===== config.mk =====
export PLATFORM = sky130hd
export DESIGN_NAME = lcd_bus_master
export DESIGN_NICKNAME = d
export VERILOG_FILES = /design/src/rtl/lcd_bus_pkg.sv /design/src/rtl/lcd_wfifo.sv /design/src/rtl/lcd_bus_seq.sv /design/src/rtl/lcd_bus_master.sv
export SDC_FILE = /design/constraint.sdc
export NUM_CORES = 1
export LEC_CHECK = 0
export CORE_UTILIZATION = 36
export DETAILED_ROUTE_END_ITERATION = 7
export DONT_BUFFER_PORTS = 1
export SYNTH_ARGS = -nofsm -noshare
export SYNTH_HDL_FRONTEND = slang
export SYNTH_SLANG_ARGS = --single-unit

===== constraint.sdc =====
create_clock -name clk -period 12.05 [get_ports clk]
set_clock_uncertainty 0.1 [all_clocks]
set_input_delay 1.205 -clock clk [delete_from_list [all_inputs] [get_ports clk]]
set_output_delay 1.205 -clock clk [all_outputs]
set_load 0.1 [all_outputs]

===== src/rtl/lcd_bus_pkg.sv =====
package lcd_bus_pkg;
  localparam int LCD_DW = 24;

  typedef struct packed {
    logic              is_data;
    logic              is_read;
    logic [LCD_DW-1:0] data;
  } lcd_entry_t;

  localparam int ENTRY_W = LCD_DW + 2;

  function automatic logic [LCD_DW-1:0] width_mask(input logic [2:0] code);
    case (code)
      3'd0:    width_mask = LCD_DW'(24'h0000FF);
      3'd1:    width_mask = LCD_DW'(24'h0001FF);
      3'd2:    width_mask = LCD_DW'(24'h00FFFF);
      3'd3:    width_mask = LCD_DW'(24'h03FFFF);
      default: width_mask = LCD_DW'(24'hFFFFFF);
    endcase
  endfunction
endpackage


===== src/rtl/lcd_wfifo.sv =====
module lcd_wfifo #(
  parameter int W     = 26,
  parameter int DEPTH = 8
) (
  input  logic                       clk,
  input  logic                       rst,
  input  logic                       push,
  input  logic [W-1:0]               din,
  input  logic                       pop,
  output logic [W-1:0]               dout,
  output logic                       empty,
  output logic                       full,
  output logic [$clog2(DEPTH+1)-1:0] level
);
  localparam int AW = (DEPTH > 1) ? $clog2(DEPTH) : 1;
  localparam int LW = $clog2(DEPTH+1);

  logic [W-1:0]  mem [DEPTH];
  logic [AW-1:0] wptr, rptr;
  logic [LW-1:0] cnt;

  logic do_push, do_pop;
  assign do_push = push && !full;
  assign do_pop  = pop && !empty;

  always_ff @(posedge clk) begin
    if (do_push) mem[wptr] <= din;
  end

  always_ff @(posedge clk) begin
    if (rst) begin
      wptr <= '0;
      rptr <= '0;
      cnt  <= '0;
    end else begin
      if (do_push) wptr <= (wptr == AW'(DEPTH-1)) ? '0 : wptr + 1'b1;
      if (do_pop)  rptr <= (rptr == AW'(DEPTH-1)) ? '0 : rptr + 1'b1;
      case ({do_push, do_pop})
        2'b10:   cnt <= cnt + 1'b1;
        2'b01:   cnt <= cnt - 1'b1;
        default: cnt <= cnt;
      endcase
    end
  end

  assign dout  = mem[rptr];
  assign empty = (cnt == '0);
  assign full  = (cnt == LW'(DEPTH));
  assign level = cnt;
endmodule


===== src/rtl/lcd_bus_seq.sv =====
module lcd_bus_seq
  import lcd_bus_pkg::*;
#(
  parameter int TW = 4
) (
  input  logic              clk,
  input  logic              rst,
  input  logic              ent_valid,
  input  lcd_entry_t        ent,
  output logic              ent_pop,
  input  logic [31:0]       timing,
  input  logic              mode_6800,
  input  logic [2:0]        width_code,
  output logic              cs_n,
  output logic              dc,
  output logic              strb_a,
  output logic              strb_b,
  output logic [LCD_DW-1:0] dout,
  output logic              oe,
  input  logic [LCD_DW-1:0] din,
  output logic [LCD_DW-1:0] rd_data
);
  typedef enum logic [1:0] {S_IDLE, S_SETUP, S_ACT, S_REC} state_t;

  state_t            state;
  logic [TW-1:0]     cnt, low_m1_q, high_m1_q;
  logic              rd_q, m6800_q, dc_q;
  logic [LCD_DW-1:0] data_q, mask_q;

  logic [TW-1:0] css, low_raw, high_raw, low_m1, high_m1;

  always_comb begin
    if (ent.is_read) begin
      css      = timing[24 +: TW];
      low_raw  = timing[20 +: TW];
      high_raw = timing[16 +: TW];
      high_m1  = (high_raw == '0) ? '0 : high_raw - 1'b1;
    end else begin
      css      = timing[8 +: TW];
      low_raw  = timing[4 +: TW];
      high_raw = timing[0 +: TW];
      high_m1  = high_raw;
    end
    low_m1 = (low_raw == '0) ? '0 : low_raw - 1'b1;
  end

  assign ent_pop = (state == S_IDLE) && ent_valid;

  always_ff @(posedge clk) begin
    if (rst) begin
      state     <= S_IDLE;
      cnt       <= '0;
      low_m1_q  <= '0;
      high_m1_q <= '0;
      rd_q      <= 1'b0;
      m6800_q   <= 1'b0;
      dc_q      <= 1'b1;
      data_q    <= '0;
      mask_q    <= '0;
      rd_data   <= '0;
    end else begin
      case (state)
        S_IDLE: if (ent_valid) begin
          rd_q      <= ent.is_read;
          dc_q      <= ent.is_data;
          m6800_q   <= mode_6800;
          mask_q    <= width_mask(width_code);
          data_q    <= ent.data & width_mask(width_code);
          low_m1_q  <= low_m1;
          high_m1_q <= high_m1;
          if (css != '0) begin
            state <= S_SETUP;
            cnt   <= css - 1'b1;
          end else begin
            state <= S_ACT;
            cnt   <= low_m1;
          end
        end
        S_SETUP: if (cnt == '0) begin
          state <= S_ACT;
          cnt   <= low_m1_q;
        end else cnt <= cnt - 1'b1;
        S_ACT: if (cnt == '0) begin
          state <= S_REC;
          cnt   <= high_m1_q;
          if (rd_q) rd_data <= din & mask_q;
        end else cnt <= cnt - 1'b1;
        default: if (cnt == '0) state <= S_IDLE;
                 else cnt <= cnt - 1'b1;
      endcase
    end
  end

  logic busy, act;
  assign busy = (state != S_IDLE);
  assign act  = (state == S_ACT);

  always_comb begin
    cs_n = !busy;
    dc   = dc_q;
    oe   = busy && !rd_q;
    dout = oe ? data_q : '0;
    if (m6800_q) begin
      strb_a = busy ? rd_q : 1'b1;
      strb_b = act;
    end else begin
      strb_a = !(act && !rd_q);
      strb_b = !(act && rd_q);
    end
  end
endmodule


===== src/rtl/lcd_bus_master.sv =====
module lcd_bus_master
  import lcd_bus_pkg::*;
#(
  parameter int FIFO_DEPTH = 8,
  parameter int TW         = 4
) (
  input  logic              clk,
  input  logic              rst,
  input  logic              host_wr,
  input  logic              host_rd,
  input  logic [2:0]        host_addr,
  input  logic [31:0]       host_wdata,
  output logic [31:0]       host_rdata,
  output logic              lcd_cs_n,
  output logic              lcd_dc,
  output logic              lcd_strb_a,
  output logic              lcd_strb_b,
  output logic              lcd_rst_n,
  output logic [LCD_DW-1:0] lcd_data_out,
  output logic              lcd_data_oe,
  input  logic [LCD_DW-1:0] lcd_data_in
);
  localparam logic [2:0] A_CTRL = 3'd0;
  localparam logic [2:0] A_TIME = 3'd1;
  localparam logic [2:0] A_CMD  = 3'd2;
  localparam logic [2:0] A_DATA = 3'd3;
  localparam logic [2:0] A_RDAT = 3'd4;
  localparam logic [2:0] A_PRST = 3'd5;
  localparam int FULL_BIT = 20;
  localparam int RD_FLAG  = 24;
  localparam int LW       = $clog2(FIFO_DEPTH+1);

  logic [5:0]        ctrl_q;
  logic [31:0]       timing_q;
  logic              prst_q;
  lcd_entry_t        push_ent, head_ent;
  logic              fifo_push, fifo_pop, fifo_empty, fifo_full;
  logic [LW-1:0]     fifo_level;
  logic [LCD_DW-1:0] rd_data;

  always_ff @(posedge clk) begin
    if (rst) begin
      ctrl_q   <= '0;
      timing_q <= '0;
      prst_q   <= 1'b0;
    end else if (host_wr) begin
      case (host_addr)
        A_CTRL:  ctrl_q   <= host_wdata[5:0];
        A_TIME:  timing_q <= host_wdata;
        A_PRST:  prst_q   <= host_wdata[0];
        default: ;
      endcase
    end
  end

  assign fifo_push        = host_wr && (host_addr == A_CMD || host_addr == A_DATA);
  assign push_ent.is_data = (host_addr == A_DATA);
  assign push_ent.is_read = (host_addr == A_DATA) && host_wdata[RD_FLAG];
  assign push_ent.data    = host_wdata[LCD_DW-1:0];

  lcd_wfifo #(.W(ENTRY_W), .DEPTH(FIFO_DEPTH)) u_fifo (
    .clk   (clk),
    .rst   (rst),
    .push  (fifo_push),
    .din   (push_ent),
    .pop   (fifo_pop),
    .dout  (head_ent),
    .empty (fifo_empty),
    .full  (fifo_full),
    .level (fifo_level)
  );

  lcd_bus_seq #(.TW(TW)) u_seq (
    .clk        (clk),
    .rst        (rst),
    .ent_valid  (!fifo_empty),
    .ent        (head_ent),
    .ent_pop    (fifo_pop),
    .timing     (timing_q),
    .mode_6800  (ctrl_q[0]),
    .width_code (ctrl_q[3:1]),
    .cs_n       (lcd_cs_n),
    .dc         (lcd_dc),
    .strb_a     (lcd_strb_a),
    .strb_b     (lcd_strb_b),
    .dout       (lcd_data_out),
    .oe         (lcd_data_oe),
    .din        (lcd_data_in),
    .rd_data    (rd_data)
  );

  always_ff @(posedge clk) begin
    if (rst) host_rdata <= '0;
    else if (host_rd) begin
      host_rdata <= '0;
      case (host_addr)
        A_CTRL: begin
          host_rdata[5:0]      <= ctrl_q;
          host_rdata[FULL_BIT] <= fifo_full;
        end
        A_TIME:  host_rdata <= timing_q;
        A_RDAT:  host_rdata[LCD_DW-1:0] <= rd_data;
        A_PRST:  host_rdata[0] <= prst_q;
        default: ;
      endcase
    end
  end

  assign lcd_rst_n = prst_q;
endmodule


# Word level (Yosys, flattened, before mapping)
# Memory sizes are Yosys's and may differ from the RTL's. A register that Yosys moved wholly into a read port is not among the register bits.
# Cells that the tools add are included.
dict set report op_classes {
  n_addsub 8
  reduce_logical 33
  bitwise_logic 3
  eq_ne 19
  n_mux 38
}
# cell count
set ops {}
lappend ops {{24-bit two-way mux} 4}
lappend ops {{24-bit one-hot mux with 4 select lines} 1}
lappend ops {{24-bit bitwise AND} 2}
lappend ops {{4-bit two-way mux} 10}
lappend ops {{14-bit one-hot mux with 2 select lines} 1}
lappend ops {{4-bit by 1-bit subtractor with 4-bit output, second input constant} 5}
lappend ops {{4-bit zero test} 4}
lappend ops {{5-bit one-hot mux with 3 select lines} 1}
lappend ops {{3-bit by 2-bit == test with 1-bit output, second input constant} 4}
lappend ops {{3-bit == test, second input constant} 4}
lappend ops {{3-bit two-way mux} 4}
lappend ops {{4-bit one-hot mux with 3 select lines} 1}
lappend ops {{2-bit two-way mux} 5}
lappend ops {{2-bit AND reduction} 5}
lappend ops {{1-bit logical AND} 8}
lappend ops {{8-bit two-way mux} 1}
lappend ops {{4-bit one-hot mux with 2 select lines} 1}
lappend ops {{3-bit by 1-bit adder with 3-bit output, second input constant} 2}
lappend ops {{3-bit by 1-bit == test with 1-bit output, second input constant} 2}
lappend ops {{1-bit zero test} 6}
lappend ops {{3-bit zero test} 2}
lappend ops {{2-bit one-hot mux with 3 select lines} 1}
lappend ops {{3-bit one-hot mux with 2 select lines} 1}
lappend ops {{2-bit nonzero test} 3}
lappend ops {{other kinds (16)} 23}
dict set report word_totals {
  n_memories 1
  input_bits 63
  ff_bits 170
  mem_bits_rw 208
  output_inout_bits 62
}
# name depth word_bits rd rd_clocked_by_memory_dff write_ports line_no
set mem_list {}
lappend mem_list {u_fifo.mem 8 26 1 1 1 lcd_wfifo.sv:18} ;# logic [W-1:0] mem [DEPTH];

# Logic depth before layout (Yosys ltp)
# Gate-level depths: netlist (run 1).
dict set report logic_depth {
  ltp_word 6
  mapped_depth 13
  mapped_depth_nobuf 11
}

# Cells and area by module
# Synthesis (run 1) repeated with hierarchy kept, for this count alone.
dict set report hier_totals {
  hier_cells 1162
  hier_area_um2 15073.2
}
# module area_per_inst_um2 seq_area_each_um2 cells_each instances
set by_module_without_submodules {}
lappend by_module_without_submodules {lcd_wfifo 8685.8 6506.2 380 1}
lappend by_module_without_submodules {lcd_bus_seq 3387.0 1401.3 434 1}
lappend by_module_without_submodules {lcd_bus_master 3000.4 1421.4 348 1}

# Worst setup path after synthesis (run 1)
# No wires, ideal clock.
dict set report synth_timing {
  path_kind {input port to flip-flop}
  start {input port host_addr[2]}
  end {memory u_fifo.mem[0][0] (enable)}
  slack_ns 7.054
  path_stages 4
  t_arrival_ns 4.421
  path_buffers 1
  cell_sequence {clkbuf_1 nor2b_1 nand3_1 nor4_1}
}
dict set report synth_via {
  elab_chain_cells 6
  word_cells_on_any_way 7
}
# element line_no
set synth_lines {}
lappend synth_lines {{start, declared} lcd_bus_master.sv:11} ;# input logic [2:0] host_addr,
lappend synth_lines {{3-bit by 2-bit == test with 1-bit output} lcd_bus_master.sv:56} ;# assign fifo_push = host_wr && (host_addr == A_CMD || host_addr == A_DATA);
lappend synth_lines {{1-bit logical OR (*)} lcd_bus_master.sv:56}
lappend synth_lines {{1-bit logical AND (*)} lcd_bus_master.sv:56}
lappend synth_lines {{1-bit logical AND (*)} lcd_wfifo.sv:23} ;# assign do_push = push && !full;
lappend synth_lines {{1-bit two-way mux (*)} lcd_wfifo.sv:27} ;# if (do_push) mem[wptr] <= din;
lappend synth_lines {{1-bit two-way mux (implied by the code) (*)} lcd_wfifo.sv:27}
lappend synth_lines {{end, declared} lcd_wfifo.sv:18}
# Every way passes the cells marked *; elsewhere a longest branch is shown, timed or not.

# Worst setup path after layout (run 1)
dict set report layout_timing {
  start {register u_seq.state[1]}
  end {output port lcd_data_out[18]}
}
dict set report layout_via {
  elab_chain_cells 3
}
# element line_no
set layout_lines {}
lappend layout_lines {{start, declared} lcd_bus_seq.sv:25} ;# state_t state;
lappend layout_lines {{start signal, assigned} lcd_bus_seq.sv:51} ;# state <= S_IDLE;
lappend layout_lines {{start signal, assigned} lcd_bus_seq.sv:72} ;# state <= S_SETUP;
lappend layout_lines {{start signal, assigned} lcd_bus_seq.sv:75} ;# state <= S_ACT;
lappend layout_lines {{2-bit nonzero test} lcd_bus_seq.sv:95} ;# assign busy = (state != S_IDLE);
lappend layout_lines {{1-bit logical AND} lcd_bus_seq.sv:101} ;# oe = busy && !rd_q;
lappend layout_lines {{named net lcd_data_oe} lcd_bus_master.sv:20} ;# output logic lcd_data_oe,
lappend layout_lines {{24-bit two-way mux} lcd_bus_seq.sv:102} ;# dout = oe ? data_q : '0;
lappend layout_lines {{end, declared} lcd_bus_master.sv:19} ;# output logic [LCD_DW-1:0] lcd_data_out,
# The timed path passes the listed nets, and every way through them passes these cells.

==> results of run 1 <==
through the flow:
| stage | setup WS, ns | instance area, um2 |
|---|---|---|
| after global routing | 7.61 | 16500 |
| after detailed placement | 8.26 | 15200 |
| final | 7.73 | 16500 |
| after CTS | 7.69 | 16500 |
| after global placement | 8.33 | 15200 |
| after floorplan | 7.05 | 14700 |
state kept, by name (all words and copies together) (netlist names), 5 cells and up, named ones only:
| register | flops |
|---|---|
| u_fifo.mem | 208 |
| host_rdata | 32 |
| u_seq.data_q | 24 |
| u_seq.rd_data | 24 |
| u_seq.mask_q | 5 |
| timing_q | 32 |
| ctrl_q | 6 |
power by group through the flow:
stage                     logic (uW)  registers, uW  clock network, uW
final                            628           1420               1170
after global placement           624           1450                  0
after CTS                        634           1420               1190
after global routing             686           1430               1240
after detailed placement         630           1450                  0
after floorplan                  511           1430                  0
final timing paths:
kind	start	endpoint	slack, ns	cells past startpoint
min reg2reg	u_seq.rd_data[22]	u_seq.rd_data[22]	0.35	2
min	u_seq.rd_data[22]	u_seq.rd_data[22]	0.35	2
max	u_seq.state[1]	lcd_data_out[18]	7.73	5
max reg2reg	flip-flop	u_seq.cnt[3]	8.19	9
worst register-to-register path, stage by stage (launching register included):
cell and delay (ns):
dfxtp_4 0.37, mux2i_1 0.12, a22o_1 0.29, nor2_1 0.84, mux2i_1 0.35, ha_1 0.24
nor3b_1 0.46, mux2i_1 0.33, or4_1 0.57, o211ai_1 0.11
Yosys cell counts, types with 5 or more instances:
library cell / count
nand2_1: 121
mux2_2: 18
nand3_1: 36
ha_1: 15
a22oi_1: 34
nor2_1: 96
buf_1: 6
inv_1: 11
a211o_1: 5
mux2i_1: 32
a21oi_1: 99
o21ai_0: 16
and2_1: 27
edfxtp_1: 208
nand2b_1: 21
clkbuf_1: 58
mux4_2: 51
nor3_1: 19
or3_1: 8
dfxtp_1: 154
nor2b_1: 10
o211ai_1: 5
a211oi_1: 31
buf_2: 6
cell type report:
type / instances / area (um2) / share of cell area [%]
multi-input combinational: 703 / 5070 / 30.7
tap: 525 / 657 / 3.98
clock buffer: 58 / 1180 / 7.14
timing repair buffer: 18 / 135 / 0.819
clock inverter: 7 / 80.1 / 0.485
sequential: 362 / 9330 / 56.6
inverter: 12 / 45.0 / 0.273
logic make-up after synthesis:
kind of cell | share of synthesized area, %
simple gates | 11.5
flops | 63.5
compound gates | 9.50
mux | 11.5
buf+inv | 2.37
fa+ha+maj | 1.41
xor+xnor | 0.298
layer usage:
metal / wire length (um) / GRT usage (%) / vias up / part of all wire, %
li1: - / - / 4252 / -
met1: 15700 / 23.1 / 4539 / 44
met2: 17700 / 28.8 / 242 / 49
met3: 2060 / 3.52 / 54 / 5.7
met4: 725 / 4.85 / 0 / 2.0
met5: 0 / 0 / - / 0
==> results.md, run 1 <==
- Leakage power: ~0.0053 uW
- Root buf cell: clkbuf_16
- Global Route Usage Sum: between 10% and 20%
- Final period util: a little over a third
- Switch share: between 20% and 30%
- Critical path, cell by cell: inv_1, ha_2, nor2_4, buf_4, and2_1
- Max clock buf depth: 3
- DR DRC count: 0
- CTS clk-pin slew, worst paths: around 0.060 ns
- Sw power: about 960 uW
- Worst-Skew Late Latency: approximately 0.54 ns
- Port Buffers: 0
- Yosys reg bits: roughly 360
- Largest net degree at the start of global routing: approximately 160
- Die area: 0.0416 mm2
- Mapped Nets: 1,230
- Area Overhead vs Synth: 12.3%
- Layout cells sized above 1: between 10% and 20%
- Worst vdd ir: 0.121 mV
- Number of flops mapped to enable cells by yosys: ~210
- Gate power share: around 20%
- Vias per Instance: approximately 5.4
- Power Total: 3220 uW
- Slew margin rel.: between 20% and 30%
- Crit-path max cell delay: about 0.87 ns
- Worst path arrival time: approximately 3 ns
- Core area: about 0.04 mm2
- PostCTS Resize Cnt: 0
- Yosys warning count: 0
- Final net count: between 1,000 and 1,500
- Drt wl/cell: between 20 and 25 um
- ANT nets after route: 0
- Slew Limit Fails: 0
- Hold slack: between 0.3 and 0.4 ns
- RD Place Congestion: between 0.8 and 0.9
- Count of cell types in the netlist: between 60 and 70
- Vias: 9,087
- Starting Density: a little under two fifths
- Initial antenna violation count: 1
- # clock sinks: 362
- Sequential area share after synthesis: a little under two thirds
- Worst-margin pin slew: 1.09 ns
- Setup TNS: 0 ns
- Htree depth: 2
- FP Rows: 73
- Flop pwr share: between 40% and 50%
- Delay-heaviest family, CP: simple AND/OR/NAND/NOR gates
- Synth top area share: 42.5%
- Post-Synthesis Cells: 1,151
- # diodes: 0
- Crit path buf inv count: 2
- Post-Syn Area per Cell: between 10 and 15 um2
- First-pass GRT wire length: roughly 55,000 um
- Most frequent cells in the layout: edfxtp_1, dfxtp_1, nand2_1
- Boundary Pins: between 100 and 150
- Fmax: 232 MHz
- CP Max Fanout: 25
- Status: finished, final reports clean
- CTS Buf Count: 38
- RSZ-0062 raised after global routing: no
- Cell taking the most area after synthesis: edfxtp_1
- TritonCTS clock tree: yes
- Final non-filler cell total: roughly 1,700
- Crit path kind: reg -> out
- Clk pwr share: about 36%
- Largest cells by area after synthesis: edfxtp_1, dfxtp_1, mux4_2, a21oi_1, nand2_1
- Placed cell count: approximately 1,600
- Top FF cell, synth: edfxtp_1
- Post-Route Utilization: roughly 40%
- Crit path launch type: flip-flop
- CP max-delay cell: and2_1
- Most common cell after layout, fill and taps aside: edfxtp_1
- Worst min-delay path category: reg -> reg
- P_int: roughly 2300 uW
- WP data required: around 11 ns
- TritonRoute pass-1 iters: 5
- # Post-CTS Setup Buffers: 0
- Crit path time final: about 4.3 ns
- Fillers: around 3,700
- Cts hold-fix bufs: 0
- Chip height: a little over 200 um
- Gr ovfl total: 0
- Die W: ~200 um
- Starting DRT DRC Count: between 700 and 800
- Crit path capture type: primary output
- Final wirelength: about 36,000 um
- Pwr dens: 195 mW/mm2
- Final setup viols: 0
- Number of global-route vias before repair: 8,945
- Hpwl dp: around 22,000 um
- Mapped Area: about 0.015 mm2
- MaxCap Viol Count: 0
- Hold Vio Cnt, Final: 0
- Asr flop ratio synth: 0%
No activity file was read; power rests on OpenSTA's default activity.
==> run 2, diff against run 1 <==
- ABC_AREA: not set -> 1
- clock period: 12.05 -> 4.2 ns (I/O delays scaled with it)
==> run 2 against run 1 <==
  * Register-to-register slack got worse by 6.7 ns
  * Die area up 0.70%
  * Sequential cell count is the same
  * Worst hold slack worse by 0.33 ns
  * Power rose to 3.3 times the previous value
  * Routed wire length increased by 15%
  * Cell count grew 23%
  * Non-clock buffer count grew 76
  * Critical path type unchanged
==> results.md, run 2 <==
- Status: finished, final reports clean (unchanged)
- CTS Buf Count: 38 (unchanged)
- Crit path capture type: primary output (unchanged)
- Synth top area share: 42.2% (was 42.5%)
- CP Max Fanout: 24 (was 25)
- Pwr dens: 617 mW/mm2 (was 195 mW/mm2)
- DR DRC count: 0 (unchanged)
- Slew margin rel.: 24.9% (was 27.3%)
- Clk pwr share: 29.9% (was 36.3%)
- ANT nets after route: 0 (unchanged)
- Chip height: 205 um (was 204 um)
- Crit path time final: 2.93 ns
- Switch share: 37.2% (was 29.7%)
- Gate power share: 30.5% (was 19.5%)
- Final setup viols: 0 (unchanged)
- Hold path cells: 2 (unchanged)
- Worst-margin pin slew: 1.13 ns (was 1.09 ns)
- Sw power: 3950 uW (was 957 uW)
- Worst Reg-to-Reg Cells: 15 (was 9)
- Most common cell after layout, fill and taps aside: edfxtp_1 (unchanged)
- Number of flops mapped to enable cells by yosys: 208 (unchanged)
- Mapped Nets: 1,557 (was 1,230)
- Final wirelength: 41,500 um (was 36,200 um)
- # diodes: 0 (unchanged)
- Port Buffers: 0 (unchanged)
- Yosys reg bits: 362 (unchanged)
- Area Overhead vs Synth: 16.3% (was 12.3%)
- TritonRoute pass-1 iters: 5 (unchanged)
- Flop pwr share: 39.6% (was 44.2%)
- Initial antenna violation count: 0 (was 1)
- Sequential area share after synthesis: 63.0% (was 63.5%)
- CP max-delay cell: dfxtp_1 (was and2_1)
- Starting DRT DRC Count: 886 (was 740)
- Gr ovfl total: 0 (unchanged)
- Root buf cell: clkbuf_16 (unchanged)
- Synth cell count leaders: edfxtp_1, o21ai_0, nor2_1, dfxtp_1, inv_1 (was edfxtp_1, dfxtp_1, nand2_1, a21oi_1, nor2_1)
- Register Area: 0.00933 mm2 (about the same)
- Hold Vio Cnt, Final: 0 (unchanged)
- Cell taking the most area after synthesis: edfxtp_1 (unchanged)
- Crit-path max cell delay: 0.39 ns (was 0.87 ns)
- Critical path, cell by cell: inv_1, ha_1, buf_4, nor2_2, clkinv_1, buf_4, nor2_2, buf_4 (was inv_1, ha_2, nor2_4, buf_4, and2_1)
- Mapped Area: 0.0148 mm2 (was 0.0147 mm2)
- Leakage power: 0.00600 uW (was 0.00528 uW)
- Count of cell types in the netlist: 45 (was 62)
- Cts hold-fix bufs: 44 (was 0)
- Post-Route Utilization: 42.9% (was 41.2%)
- Final WS setup: 1.27 ns (was 7.73 ns)
- Post-Synthesis Cells: 1,478 (was 1,151)
- Core area: 0.0401 mm2 (was 0.0400 mm2)
- Die W: 205 um (was 204 um)
- Yosys warning count: 0 (unchanged)
- Drt wl/cell: 20.0 um (was 21.5 um)
- Htree depth: 2 (unchanged)
- Largest net degree at the start of global routing: 101 (was 155)
- Crit path depth: 8 (was 5)
- RD Place Congestion: 0.860 (was 0.866)
- Vias per Instance: 5.26 (was 5.39)
- Layout cells sized above 1: 10.6% (was 14.4%)
- Worst-Skew Late Latency: 0.53 ns (was 0.54 ns)
- # Post-CTS Setup Buffers: 0 (unchanged)
- Final non-filler cell total: 2,077 (was 1,685)
- Top FF cell, synth: edfxtp_1 (unchanged)
- Most common cell in the netlist: edfxtp_1 (unchanged)
- Max clock buf depth: 3 (unchanged)
- Boundary Pins: 125 (unchanged)
- CTS clk-pin slew, worst paths: 0.06 ns (about the same)
- Area of the multi-input gates: 0.00463 mm2 (was 0.00507 mm2)
- Max reg flops: 208 (unchanged)
- # clock sinks: 362 (unchanged)
- Most flops, register: u_fifo.mem (unchanged)
- Crit path launch type: flip-flop (unchanged)
- Crit path kind: reg -> out (unchanged)
- Fmax: 341 MHz
- Setup TNS: 0 ns (unchanged)
- Crit path buf inv count: 5 (was 2)
- PostCTS Resize Cnt: 0 (unchanged)
- Largest cells by area after synthesis: edfxtp_1, dfxtp_1, o21ai_0, nor2_1, a21oi_1 (was edfxtp_1, dfxtp_1, mux4_2, a21oi_1, nand2_1)
- Worst min-delay path category: in -> reg (was reg -> reg)
- CP most frequent cell: buf_4
- TritonCTS clock tree: yes (unchanged)
- Final period util: between 60 and 70%
- Final net count: 1,602 (was 1,214)
- First-pass GRT wire length: 63,400 um (was 54,700 um)
- Worst path arrival time: 2.41 ns (was 3.01 ns)
- Worst vdd ir: 0.302 mV (was 0.121 mV)
- Post-Syn Area per Cell: 10.0 um2 (was 12.8 um2)
- Asr flop ratio synth: 0% (unchanged)
- Hpwl dp: 25,000 um (was 22,400 um)
- Fillers: 3,813 (was 3,716)
- Pre-CTS setup slack: 1.51 ns (was 8.26 ns)
- Slew Limit Fails: 0 (unchanged)
- P_int: 6660 uW (was 2270 uW)
- WP data required: 3.68 ns (was 10.74 ns)
- Power Total: 10,600 uW (was 3220 uW)
- Number of global-route vias before repair: 10,671 (was 8,945)
- Vias: 10,934 (was 9,087)
- MaxCap Viol Count: 0 (unchanged)
- Starting Density: 36.9% (was 36.7%)
- Most frequent cells in the layout: edfxtp_1, o21ai_0, nor2_1 (was edfxtp_1, dfxtp_1, nand2_1)
- Die area: 0.0419 mm2 (was 0.0416 mm2)
- FP Rows: 73 (unchanged)
- Placed cell count: 1,964 (was 1,620)
- Delay-heaviest family, CP: buffers and inverters (was simple AND/OR/NAND/NOR gates)
- Global Route Usage Sum: 20.0% (was 17.4%)
- Largest regs: u_fifo.mem: 208 flops, host_rdata: 32 flops, timing_q: 32 flops (unchanged)
- RSZ-0062 raised after global routing: no (unchanged)
## run 2: changes by cell type in the layout (fill, tap and decap cells not counted), moves of 42 or more
cell           before  now
o221ai_1            0   42
nor2_1             92  160
o21ai_0            16  195
mux4_2             51    0
inv_1              11  150
dlygate4sd3_1       0   42
## run 2: logic make-up (layout without fill, tap and decap cells)
group                    Yosys count  after routing  share of synthesized area (%)
AND/OR/NAND/NOR                  393            393                           11.1
AO/OA/AOI/OAI                    459            459                           17.9
buffers and inverters            244            318                           6.30
adder cells (fa/ha/maj)           16             16                           1.40
flip-flops                       362            362                           63.0
XOR/XNOR                           4              4                          0.237
## run 2: worst reg2reg max path: stages, from the launching register on
cell and delay [ns]:
dfxtp_1 0.34, inv_1 0.11, ha_1 0.15, buf_4 0.34
nand2_1 0.13, inv_1 0.14, ha_1 0.23, ha_1 0.28
nand2_1 0.08, nor2_1 0.04, a211oi_1 0.25, nor2_1 0.07
nor2_1 0.09, nand2_1 0.06, o21ai_0 0.14, a21oi_1 0.05
## run 2: power groups by stage
stage	sequential, uW	combinational [uW]	clock [uW]
after CTS	4200	3250	3220
after detailed placement	4280	3150	0
after global routing	4230	3620	3360
after floorplan	4220	2400	0
after global placement	4280	3110	0
final	4200	3240	3170
## run 2: final cells by class
class                      instances  share of cell area [%]
clock buffer                      57                    6.36
clock inverter                    12                   0.400
timing repair buffer              94                    4.90
multi-input combinational        872                    26.9
sequential                       362                    54.2
inverter                         155                    3.38
tap                              525                    3.82
## run 2: per-stage QoR
| step | instance area (um2) | hold slack, ns |
|---|---|---|
| 2_1_floorplan | 14800 | 0.325 |
| 3_3_place_gp | 15600 | 0.343 |
| 3_5_place_dp | 15600 | 0.351 |
| 4_1_cts | 17200 | 0.000464 |
| 5_1_grt | 17200 | 0.0142 |
| 6_report | 17200 | 0.0203 |
## run 2: path summary, 6_finish.rpt
check | start | slack, ns | endpoint
min reg2reg | timing_q[29] | 0.36 | host_rdata[29]
max reg2reg | u_seq.state[1] | 1.50 | u_fifo.level[3]
min | lcd_data_in[23] | 0.02 | u_seq.rd_data[23]
max | u_seq.state[1] | 1.27 | lcd_data_out[14]
## run 2: routing by layer
layer | vias to the layer above | part of all wire, % | global-route usage (%)
li1 | 5250 | - | -
met1 | 5280 | 43 | 25.7
met2 | 330 | 49 | 33.7
met3 | 74 | 5.2 | 2.99
met4 | 0 | 2.8 | 7.52
met5 | - | 0 | 0
